`src/rtl/tw_pkg.sv`:
```
package tw_pkg;
  typedef enum logic [1:0] {
    PH_IDLE = 2'b00,
    PH_XFER = 2'b01,
    PH_RSLT = 2'b10
  } phase_e;

  localparam int unsigned EOT_BIT  = 7;
  localparam int unsigned RDY_BIT  = 7;
  localparam int unsigned BUSY_BIT = 4;
  localparam logic [1:0]  ST0_ABNORMAL = 2'b01;
endpackage

```
`src/rtl/tw_step.sv`:
```
module tw_step #(
  parameter int unsigned CYL_W = 8,
  parameter int unsigned SEC_W = 8
) (
  input  logic [CYL_W-1:0] cyl_i,
  input  logic             head_i,
  input  logic [SEC_W-1:0] sec_i,
  input  logic             mt_i,
  input  logic [SEC_W-1:0] spt_i,
  input  logic [CYL_W-1:0] maxc_i,
  output logic [CYL_W-1:0] cyl_o,
  output logic             head_o,
  output logic [SEC_W-1:0] sec_o,
  output logic             eot_o
);
  logic bump;

  always_comb begin
    sec_o  = sec_i + SEC_W'(1);
    head_o = head_i;
    cyl_o  = cyl_i;
    bump   = 1'b0;
    if (sec_i >= spt_i) begin
      sec_o = SEC_W'(1);
      if (mt_i) begin
        head_o = ~head_i;
        bump   = head_i;
      end else begin
        bump = 1'b1;
      end
    end
    if (bump) begin
      cyl_o = (cyl_i >= maxc_i) ? maxc_i : cyl_i + CYL_W'(1);
    end
    eot_o = (mt_i == head_o) && (sec_o == spt_i);
  end

  // a valid sector stays within 1..spt after a step, cylinder within max
  always_comb begin
    if (sec_i != '0 && sec_i <= spt_i && cyl_i <= maxc_i) begin
      p_sec_range_r3: assert (sec_o != '0 && sec_o <= spt_i && cyl_o <= maxc_i);
    end
  end
endmodule

```
`src/rtl/tw_pack.sv`:
```
module tw_pack #(
  parameter int unsigned CYL_W     = 8,
  parameter int unsigned SEC_W     = 8,
  parameter int unsigned NBYTES    = 7,
  parameter logic [7:0]  SIZE_CODE = 8'd2
) (
  input  logic [7:0]          s0_i,
  input  logic [7:0]          s1_i,
  input  logic [7:0]          s2_i,
  input  logic [CYL_W-1:0]    cyl_i,
  input  logic                head_i,
  input  logic [SEC_W-1:0]    sec_i,
  output logic [8*NBYTES-1:0] rec_o
);
  logic [7:0] fld [NBYTES];

  always_comb begin
    for (int i = 0; i < NBYTES; i++) fld[i] = 8'h00;
    fld[0] = s0_i;
    fld[1] = s1_i;
    fld[2] = s2_i;
    fld[3] = 8'(cyl_i);
    fld[4] = {7'b0, head_i};
    fld[5] = 8'(sec_i);
    fld[6] = SIZE_CODE;
  end

  for (genvar g = 0; g < NBYTES; g++) begin : g_byte
    assign rec_o[8*g +: 8] = fld[g];
  end
endmodule

```
`src/rtl/trk_walk.sv`:
```
module trk_walk
  import tw_pkg::*;
#(
  parameter int unsigned CYL_W     = 8,
  parameter int unsigned SEC_W     = 8,
  parameter logic [7:0]  SIZE_CODE = 8'd2
) (
  input  logic             clk,
  input  logic             rst_n,
  input  logic             cmd_start,
  input  logic [1:0]       cmd_kind,
  input  logic [1:0]       drv_sel,
  input  logic             multi_trk,
  input  logic [CYL_W-1:0] start_cyl,
  input  logic             start_head,
  input  logic [SEC_W-1:0] start_sec,
  input  logic [SEC_W-1:0] spt,
  input  logic [CYL_W-1:0] max_cyl,
  input  logic [3:0]       drv_act,
  input  logic             sec_done,
  input  logic             term_cnt,
  output logic [7:0]       st0,
  output logic [7:0]       st1,
  output logic [7:0]       st2,
  output logic [7:0]       msr,
  output logic             dma_req_clr,
  output logic             irq,
  output logic             res_valid,
  output logic [55:0]      res_bytes
);
  localparam int unsigned NBYTES = 7;
  localparam int unsigned REC_W  = 8 * NBYTES;

  phase_e           ph_q, ph_d;
  logic [CYL_W-1:0] cyl_q, cyl_d, maxc_q;
  logic             head_q, head_d, mt_q;
  logic [SEC_W-1:0] sec_q, sec_d, spt_q;
  logic [1:0]       drv_q, kind_q;
  logic [7:0]       st0_q, st0_d, st1_q, st1_d, st2_q, st2_d, msr_q, msr_d;
  logic             irq_q, irq_d, rv_q, rv_d, clr_q, clr_d;
  logic [REC_W-1:0] rec_q, rec_d, rec_w;
  logic             cfg_en, pos_en;

  logic [CYL_W-1:0] st_cyl;
  logic             st_head, st_eot;
  logic [SEC_W-1:0] st_sec;

  logic             fix;
  logic [CYL_W-1:0] r_cyl;
  logic             r_head;
  logic [SEC_W-1:0] r_sec;
  logic [7:0]       r_st0, r_st1;

  tw_step #(.CYL_W(CYL_W), .SEC_W(SEC_W)) u_step (
    .cyl_i (cyl_q), .head_i(head_q), .sec_i(sec_q),
    .mt_i  (mt_q),  .spt_i (spt_q),  .maxc_i(maxc_q),
    .cyl_o (st_cyl), .head_o(st_head), .sec_o(st_sec), .eot_o(st_eot)
  );

  // result-stage view: extra step for read/write ending normally on the last sector
  always_comb begin
    fix    = (kind_q[1] == 1'b0) && (st0_q[7:6] == 2'b00) && st1_q[EOT_BIT];
    r_cyl  = fix ? st_cyl  : cyl_q;
    r_head = fix ? st_head : head_q;
    r_sec  = fix ? st_sec  : sec_q;
    r_st1  = st1_q;
    r_st0  = st0_q;
    if (fix) begin
      r_st1[EOT_BIT] = 1'b0;
      r_st0[2]       = st_head;
    end
  end

  tw_pack #(.CYL_W(CYL_W), .SEC_W(SEC_W), .NBYTES(NBYTES), .SIZE_CODE(SIZE_CODE)) u_pack (
    .s0_i(r_st0), .s1_i(r_st1), .s2_i(st2_q),
    .cyl_i(r_cyl), .head_i(r_head), .sec_i(r_sec),
    .rec_o(rec_w)
  );

  always_comb begin
    ph_d   = ph_q;
    cyl_d  = cyl_q;
    head_d = head_q;
    sec_d  = sec_q;
    st0_d  = st0_q;
    st1_d  = st1_q;
    st2_d  = st2_q;
    msr_d  = msr_q;
    irq_d  = irq_q;
    rec_d  = rec_q;
    rv_d   = 1'b0;
    clr_d  = 1'b0;
    cfg_en = 1'b0;
    pos_en = 1'b0;
    unique case (ph_q)
      PH_IDLE: begin
        if (cmd_start) begin
          cfg_en = 1'b1;
          pos_en = 1'b1;
          cyl_d  = start_cyl;
          head_d = start_head;
          sec_d  = start_sec;
          st1_d  = 8'h00;
          st2_d  = 8'h00;
          msr_d  = {3'b000, 1'b1, drv_act};
          irq_d  = 1'b0;
          ph_d   = PH_XFER;
        end
      end
      PH_XFER: begin
        if (sec_done) begin
          if (st1_q[EOT_BIT]) begin
            if (term_cnt) begin
              st0_d = {5'b0, head_q, drv_q};
              st2_d = 8'h00;
            end else begin
              st0_d = {ST0_ABNORMAL, 3'b0, head_q, drv_q};
              clr_d = 1'b1;
            end
            ph_d = PH_RSLT;
          end else begin
            pos_en = 1'b1;
            cyl_d  = st_cyl;
            head_d = st_head;
            sec_d  = st_sec;
            if (term_cnt) begin
              st0_d = {5'b0, st_head, drv_q};
              st2_d = 8'h00;
              ph_d  = PH_RSLT;
            end else begin
              st1_d[EOT_BIT] = st_eot;
            end
          end
        end
      end
      PH_RSLT: begin
        pos_en = 1'b1;
        cyl_d  = r_cyl;
        head_d = r_head;
        sec_d  = r_sec;
        st0_d  = r_st0;
        st1_d  = 8'h00;
        st2_d  = 8'h00;
        rec_d  = rec_w;
        rv_d   = 1'b1;
        irq_d  = 1'b1;
        msr_d  = {1'b1, 3'b000, msr_q[3:0]};
        ph_d   = PH_IDLE;
      end
      default: ph_d = PH_IDLE;
    endcase
  end

  always_ff @(posedge clk or negedge rst_n) begin
    if (!rst_n) begin
      ph_q  <= PH_IDLE;
      st0_q <= 8'h00;
      st1_q <= 8'h00;
      st2_q <= 8'h00;
      msr_q <= 8'h80;
      irq_q <= 1'b0;
      rv_q  <= 1'b0;
      clr_q <= 1'b0;
      rec_q <= '0;
    end else begin
      ph_q  <= ph_d;
      st0_q <= st0_d;
      st1_q <= st1_d;
      st2_q <= st2_d;
      msr_q <= msr_d;
      irq_q <= irq_d;
      rv_q  <= rv_d;
      clr_q <= clr_d;
      rec_q <= rec_d;
    end
  end

  always_ff @(posedge clk or negedge rst_n) begin
    if (!rst_n) begin
      drv_q  <= 2'b00;
      kind_q <= 2'b00;
      mt_q   <= 1'b0;
      spt_q  <= '0;
      maxc_q <= '0;
    end else if (cfg_en) begin
      drv_q  <= drv_sel;
      kind_q <= cmd_kind;
      mt_q   <= multi_trk;
      spt_q  <= spt;
      maxc_q <= max_cyl;
    end
  end

  always_ff @(posedge clk or negedge rst_n) begin
    if (!rst_n) begin
      cyl_q  <= '0;
      head_q <= 1'b0;
      sec_q  <= '0;
    end else if (pos_en) begin
      cyl_q  <= cyl_d;
      head_q <= head_d;
      sec_q  <= sec_d;
    end
  end

  assign st0         = st0_q;
  assign st1         = st1_q;
  assign st2         = st2_q;
  assign msr         = msr_q;
  assign irq         = irq_q;
  assign res_valid   = rv_q;
  assign dma_req_clr = clr_q;
  assign res_bytes   = rec_q;

  p_valid_irq_r9: assert property (@(posedge clk) disable iff (!rst_n)
    res_valid |-> irq);
  p_valid_pulse_r9: assert property (@(posedge clk) disable iff (!rst_n)
    res_valid |=> !res_valid);
  p_abn_st0_r6: assert property (@(posedge clk) disable iff (!rst_n)
    dma_req_clr |-> (st0[7:6] == ST0_ABNORMAL));
  p_done_status_r10: assert property (@(posedge clk) disable iff (!rst_n)
    res_valid |-> (msr[RDY_BIT] && !msr[BUSY_BIT] && st1 == 8'h00 && st2 == 8'h00));
  p_busy_start_r2: assert property (@(posedge clk) disable iff (!rst_n)
    (ph_q != PH_IDLE && cmd_start) |=> $stable(drv_q) && $stable(kind_q));
  p_idle_quiet_r11: assert property (@(posedge clk) disable iff (!rst_n)
    (ph_q == PH_IDLE && !cmd_start) |=> ($stable(st0) && $stable(res_bytes)));
endmodule

```
`config.mk`:
```
export PLATFORM = sky130hd
export DESIGN_NAME = trk_walk
export DESIGN_NICKNAME = d
export VERILOG_FILES = /design/src/rtl/tw_pkg.sv /design/src/rtl/tw_step.sv /design/src/rtl/tw_pack.sv /design/src/rtl/trk_walk.sv
export SDC_FILE = /design/constraint.sdc
export NUM_CORES = 1
export LEC_CHECK = 0
export BUFFER_PORTS_ARGS = -buffer_cell sky130_fd_sc_hd__clkbuf_2
export CORE_MARGIN = 1.5
export CORE_UTILIZATION = 54
export CTS_CLUSTER_DIAMETER = 40
export CTS_CLUSTER_SIZE = 10
export DETAILED_ROUTE_END_ITERATION = 8
export PLACE_DENSITY = 0.82
export SLEW_MARGIN = 20
export SYNTH_ARGS = -nofsm -noshare
export SYNTH_HDL_FRONTEND = slang
export SYNTH_SLANG_ARGS = --single-unit
```
`constraint.sdc`:
```
create_clock -name clk -period 2.8 [get_ports clk]
set_input_delay 0.28 -clock clk [delete_from_list [all_inputs] [get_ports clk]]
set_output_delay 0.28 -clock clk [all_outputs]
set_load 0.1 [all_outputs]
```
==> impl_results.md, run 1 <==
- Layout net count: roughly 710
- Num CTS Buffers: 9
- Largest net degree at the start of global routing: 77
- Starting Density: between 50% and 60%
- Share of cells above drive strength 1: around a quarter
- DRT Pass-1 Iters: 5
- Tmin final: around 2.6 ns
- Clock Latency Late Sink: around 0.36 ns
- Cell repeated most along the worst path: and3_1
- GRT Total Usage: between 20% and 30%
- Root Buffer Master: clkbuf_8
- Most frequent cells in the layout: 81 x clkbuf_2, 75 x dfrtp_1, 54 x conb_1
- Unique cell type count in the Yosys netlist: about 70
- Synthesized area: between 5000 and 6000 µm²
- Top cells by area, synth: dfrtp_1 37%, buf_4 9.0%, mux2_2 6.0%
- Gr ovfl total: 0
- RR Startpoint: sec_q[7]$_DFFE_PN0P_
- Die Y: ~100 µm
- CP delay by family, top: simple AND/OR/NAND/NOR gates
- Routability cong.: ~0.9
- Cells after Synth: 560
- Crit start category: register
- Die Wd: approximately 100 µm
- Worst Path Buf+Inv: 0
- Slew @ Worst Pin: slightly below 1 ns
- WL final: about 13 mm
- Setup crit start: sec_q[7]$_DFFE_PN0P_
- Asr flop ratio synth: between 90% and 100%
- Std cell rows: 35
- Kind of end point of the critical path: register
- Syn-to-layout area delta: 11.7%
- Critical path data arrival time: between 2 and 3 ns
- ANT nets after route: 0
- Die area: around 10000 µm²
- R2R cell count: 7
- Final-layout fill cell count: ~800
- Sink Count: between 70 and 80
- Antenna cells: 0
- Skew final: a little over 0.01 ns
- Primary FF master, synth: dfrtp_1
- RR Endpoint: res_bytes[27]$_DFFE_PN0P_
- Number of vias per cell: roughly 5.8
- Commonest non-fill, non-tap cell in the layout: clkbuf_2
- WP data required: 3.07 ns
- RSZ-0062 raised after global routing: no
- Crit-path max cell delay: between 0.6 and 0.7 ns
- Setup TNS: 0 ns
- Final HPWL DP: between 9 and 10 mm
- Reg2reg setup slack: between 0.15 and 0.2 ns
- Iter 0 DRT Violations: approximately 340
- Syn Area/Cell: slightly above 9 µm²
- Vias in the first global route: about 4000
- Fin. max-slew vios: 0
- Via count: between 4000 and 5000
- Yosys warning count: 0
- Port bufs: slightly above 80
- Global-route wire length before repair: 20.5 mm
- Top cell type's share of synthesized area: a little under two fifths
- # setup viols final: 0
- Period Utilization, post-route: between 90 and 100%
- Critical Path End: res_bytes[27]$_DFFE_PN0P_
- Max-Cap Viols: 0
- Remaining DRCs: 0
- Initial antenna violation count: 0
- Final hold violations: 0
- Worst path cell trace: ha_1 -> and3_1 -> and3_1 -> a21oi_4 -> nor3_1 -> a21oi_1 -> a221oi_2
- Core area: between 9000 and 10000 µm²
- Wire per inst: ~17 µm
- CP Class: reg -> reg
- Number of H-tree levels: 3
- Number of synthesized flops with an enable pin: 0
- Register area share after synthesis: ~37%
- Critical-path top delay cell: nor3_1
- Clk buf depth: 2
- Outcome: finished, final reports clean
- Postcts setup bufs: 0
- Worst Hold Class: in -> async
- CTS tree: yes
- Cts hold-fix bufs: 0
- I/O pins: ~140
- Flops & latches, synth: 76
- Relative slew slack: between 30% and 40%
- Stages on the worst setup path: 7
- Fmax: 382 MHz
- Resize count post-CTS: 0
- Worst Path Max Fanout: 15
- CTS clk-pin slew, worst paths: ~0.090 ns
- Area leader, netlist: dfrtp_1
[flip-flops by register name, summed over array words and instances (netlist names), 2 cells and up]
signal	cells
drv_q	2
sec_q	8
cyl_q	8
spt_q	8
st0	4
ph_q	2
res_bytes	23
maxc_q	8
msr	6
[worst min path at each step]
| stage | endpoint | slack, ns | cells after the start |
|---|---|---|---|
| floorplan | cyl_q[0]$_DFFE_PN0P_ | -0.02 | 0 |
| global placement | res_bytes[49]$_DFFE_PN0P_ | 0.45 | 1 |
| detailed placement | res_bytes[49]$_DFFE_PN0P_ | 0.45 | 1 |
| CTS | res_bytes[45]$_DFFE_PN0P_ | 0.11 | 1 |
| global route | spt_q[3]$_DFFE_PN0P_ | 0.14 | 2 |
| finish | res_bytes[45]$_DFFE_PN0P_ | 0.07 | 1 |
[synth_stat cells, drive strengths merged (2+ instances only)]
master / number
xnor2: 6
clkbuf: 19
a22o: 3
o221ai: 3
a31o: 2
inv: 25
o211ai: 8
dfrtp: 75
a21oi: 36
nor3b: 9
or3: 3
ha: 24
a22oi: 6
buf: 69
o22ai: 2
nand2b: 3
o2bb2ai: 4
nor3: 11
and3: 7
a221o: 6
a221oi: 8
xor2: 4
nand3b: 2
o311ai: 3
a31oi: 9
o31ai: 2
or4: 2
mux2i: 3
nor2: 43
o21ai: 33
nand2: 49
nor2b: 5
a211o: 3
mux2: 27
nand3: 18
a21o: 6
and2: 3
[through the flow]
stage / hold WS, ns / worst slack, ns / std cells / cell area, µm² / util [%]
after global placement: 0.451 / 0.318 / 741 / 5430 / 59.0
after global routing: 0.139 / 0.0242 / 757 / 5680 / 61.7
after floorplan: -0.0156 / 0.295 / 613 / 5280 / -
final: 0.0741 / 0.183 / 757 / 5680 / 61.7
after CTS: 0.112 / 0.234 / 757 / 5680 / 61.7
after detailed placement: 0.453 / 0.272 / 741 / 5430 / 59.0
[logic make-up (layout without fill, tap and decap cells)]
kind of cell | count (synthesis) | after routing | synth area share (%)
and+or+nand+nor | 159 | 159 | 15.0
AOI/OAI and AO/OA | 146 | 146 | 19.9
buffers and inverters | 114 | 147 | 13.2
DFF | 76 | 76 | 37.5
muxes | 30 | 30 | 6.65
adders and majority gates | 24 | 24 | 5.91
xor gates and xnor gates | 10 | 10 | 1.72
other | 1 | 54 | 0.0738
[area by class of cell]
cell class	count	area [µm²]	share of cell area, %
tap	111	139	2.45
multi-input combinational	423	2700	47.6
sequential	76	1900	33.5
clock inverter	7	124	2.18
timing repair buffer	105	586	10.3
clock buffer	9	124	2.18
inverter	26	97.6	1.72
[per-layer routing]
layer  vias up  global-route usage (%)  wire length (µm)
met5         -                       0                 0
met4         0                    9.53               255
met3        23                    3.48               926
met2       222                    42.3              6010
met1      2068                    36.4              5430
li1       2054                       -                 -
Power of run 1 is not shown: default switching activity piles up to over one toggle a cycle in this logic, so the estimate is an artifact.
==> run 2, diff against run 1 <==
--- a/config.mk
+++ b/config.mk
@@ -6,12 +6,15 @@
 export NUM_CORES = 1
 export LEC_CHECK = 0
 export BUFFER_PORTS_ARGS = -buffer_cell sky130_fd_sc_hd__clkbuf_2
+export CAP_MARGIN = 20
+export CELL_PAD_IN_SITES_DETAIL_PLACEMENT = 1
+export CELL_PAD_IN_SITES_GLOBAL_PLACEMENT = 1
 export CORE_MARGIN = 1.5
-export CORE_UTILIZATION = 54
+export CORE_UTILIZATION = 40
 export CTS_CLUSTER_DIAMETER = 40
 export CTS_CLUSTER_SIZE = 10
 export DETAILED_ROUTE_END_ITERATION = 8
-export PLACE_DENSITY = 0.82
+export PLACE_DENSITY_LB_ADDON = 0.1
 export SLEW_MARGIN = 20
 export SYNTH_ARGS = -nofsm -noshare
 export SYNTH_HDL_FRONTEND = slang
==> run 2 against run 1 <==
Effect of this change:
- die area grew 34%
- non-clock buffer count grew 11
- cell count grew 9.0%
- wire length grew 16%
- critical path depth grew 2
- first-iteration DRC count shrank 34%
- via count grew 0.96%
- hold slack gained 0.035 ns
- cell area grew 3.3%
- critical endpoint is now cyl_q[6]$_DFFE_PN0P_
- largest cell class unchanged
==> impl_results.md, run 2 (same netlist as run 1, synthesis figures left out) <==
- Max reg flops: 23 (unchanged)
- CP delay by family, top: compound AO/OA/AOI/OAI gates
- Vias in the first global route: 4403 (+9.3%)
- Remaining DRCs: 0 (unchanged)
- Antenna cells: 0 (unchanged)
- WP data required: 3.02 ns (-0.05 ns)
- CTS tree: yes
- ANT nets after route: 0 (unchanged)
- Syn-to-layout area delta: 15.4%
- Relative slew slack: 33.2% (-1.7 points)
- RSZ-0062 raised after global routing: yes
- Critical-path top delay cell: a21oi_4
- Gr ovfl total: 0 (unchanged)
- Worst Path Max Fanout: 12 (-3)
- GRT Total Usage: 22.8% (-3.4 points)
- Crit-path max cell delay: 0.39 ns (-0.27 ns)
- Die Y: 116 µm (+16%)
- Sink Count: 76 (unchanged)
- Global-route wire length before repair: 23.3 mm (+14%)
- Critical path data arrival time: 2.87 ns (-0.02 ns)
- Kind of end point of the critical path: register
- Most frequent cells in the layout: 81 x clkbuf_2, 75 x dfrtp_1, 54 x conb_1
- Final HPWL DP: 10.7 mm (+18%)
- Grt peak-use layer: met2
- Crit start category: register
- Final core occ: 48.0% (-14 points)
- Die Wd: 116 µm (+16%)
- WL final: 14.6 mm (+16%)
- Largest net degree at the start of global routing: 77 (unchanged)
- Slew @ Worst Pin: 1.00 ns (+0.0262 ns)
- Fmax: 377 MHz (-1.4%)
- Core area: 12200 µm² (+33%)
- Clock Latency Late Sink: 0.35 ns (about the same)
- Met3 Resource Use GR: 3.66% (+0.18 points)
- Cts hold-fix bufs: 0 (unchanged)
- Via count: 4409 (+0.96%)
- Tmin final: 2.65 ns (+0.0361 ns)
- Fin. max-slew vios: 0 (unchanged)
- Postcts setup bufs: 0 (unchanged)
- Routability cong.: 0.858 (-7.2%)
- Port bufs: 82 (unchanged)
- Die area: 13400 µm² (+34%)
- DRT Pass-1 Iters: 4 (-1)
- Number of vias per cell: 5.34 (-7.4%)
- Worst Hold Class: in -> async
- # setup viols final: 0 (unchanged)
- Std cell rows: 40 (+14%)
- Num CTS Buffers: 9 (unchanged)
- Share of cells above drive strength 1: 26.3% (+1.3 points)
- Skew final: 0.00807 ns (-0.00206 ns)
- Initial antenna violation count: 0 (unchanged)
- Iter 0 DRT Violations: 221 (-34%)
- Met1 usage in global routing: 31.3% (-5.0 points)
- Max-Cap Viols: 0 (unchanged)
- Root Buffer Master: clkbuf_16
- Outcome: finished, final reports clean
- Wire per inst: 17.7 µm (+6.4%)
- I/O pins: 138 (unchanged)
- Number of H-tree levels: 3 (unchanged)
- Starting Density: 41.6% (-14 points)
- CP Class: reg -> reg
- Period Utilization, post-route: 94.7% (+1.3 points)
- Worst Path Buf+Inv: 2 (+2)
- CTS clk-pin slew, worst paths: 0.07 ns (-0.02 ns)
- Commonest non-fill, non-tap cell in the layout: clkbuf_2
- Layout net count: 723 (+1.5%)
- Clk buf depth: 2 (unchanged)
- Worst path cell trace: inv_1 -> ha_1 -> a21o_1 -> a221o_1 -> a21oi_4 -> buf_4 -> mux2_2 -> a22oi_1 -> o21ai_0
- Final hold violations: 0 (unchanged)
- Met2 global-route usage: 36.7% (-5.6 points)
-- run 2: per-layer routing --
metal	vias up	part of all wire [%]
met5	-	0
met4	0	1.6
met3	19	5.0
met2	146	46
met1	2175	47
li1	2069	-
-- run 2: worst reg2reg max path, delay by kind of cell, from the launching register on --
family,cells,cell delay [ns]
AO/OA/AOI/OAI,5,1.22
adder cells (fa/ha/maj),1,0.29
buffers and inverters,2,0.29
flip-flops,1,0.37
multiplexers,1,0.35
-- run 2: timing repair --
| item | 4_1_cts | 5_1_grt |
|---|---|---|
| setup endpoints to repair | 0 | 2 |
| hold endpoints to repair | 0 | 0 |
| resized for setup | 0 | 1 |
-- run 2: layout make-up --
class                      count  area [µm²]
tap                          168         210
fill                        1505        6350
multi-input combinational    423        2700
inverter                      26        97.6
sequential                    76        1900
timing repair buffer         116         668
clock buffer                   9         225
clock inverter                 7        56.3
-- run 2: path summary, 6_finish.rpt --
kind                                            from                         to  slack [ns]  depth (start not counted)
hold reg to reg            res_bytes[49]$_DFFE_PN0P_  res_bytes[49]$_DFFE_PN0P_        0.47                          1
max in group asynchronous                      rst_n  res_bytes[41]$_DFFE_PN0P_        2.06                          1
setup / recovery               maxc_q[2]$_DFFE_PN0P_       cyl_q[6]$_DFFE_PN0P_        0.15                          9
hold / removal                                 rst_n  res_bytes[44]$_DFFE_PN0P_        0.11                          1
setup reg to reg               maxc_q[2]$_DFFE_PN0P_       cyl_q[6]$_DFFE_PN0P_        0.15                          9
min in group clk                          max_cyl[1]      maxc_q[1]$_DFFE_PN0P_        0.16                          2
-- run 2: per-stage QoR --
step	hold slack (ns)	setup WS [ns]	TNS, ns	cell area [µm²]	instances
floorplan	-0.0156	0.295	0	5280	613
global placement	0.450	0.155	0	5580	809
detailed placement	0.456	0.139	0	5580	809
CTS	0.154	0.134	0	5860	825
global route	0.166	-0.0159	-0.0159	5860	825
finish	0.109	0.147	0	5860	825
Power of run 2 is left out for the same reason.
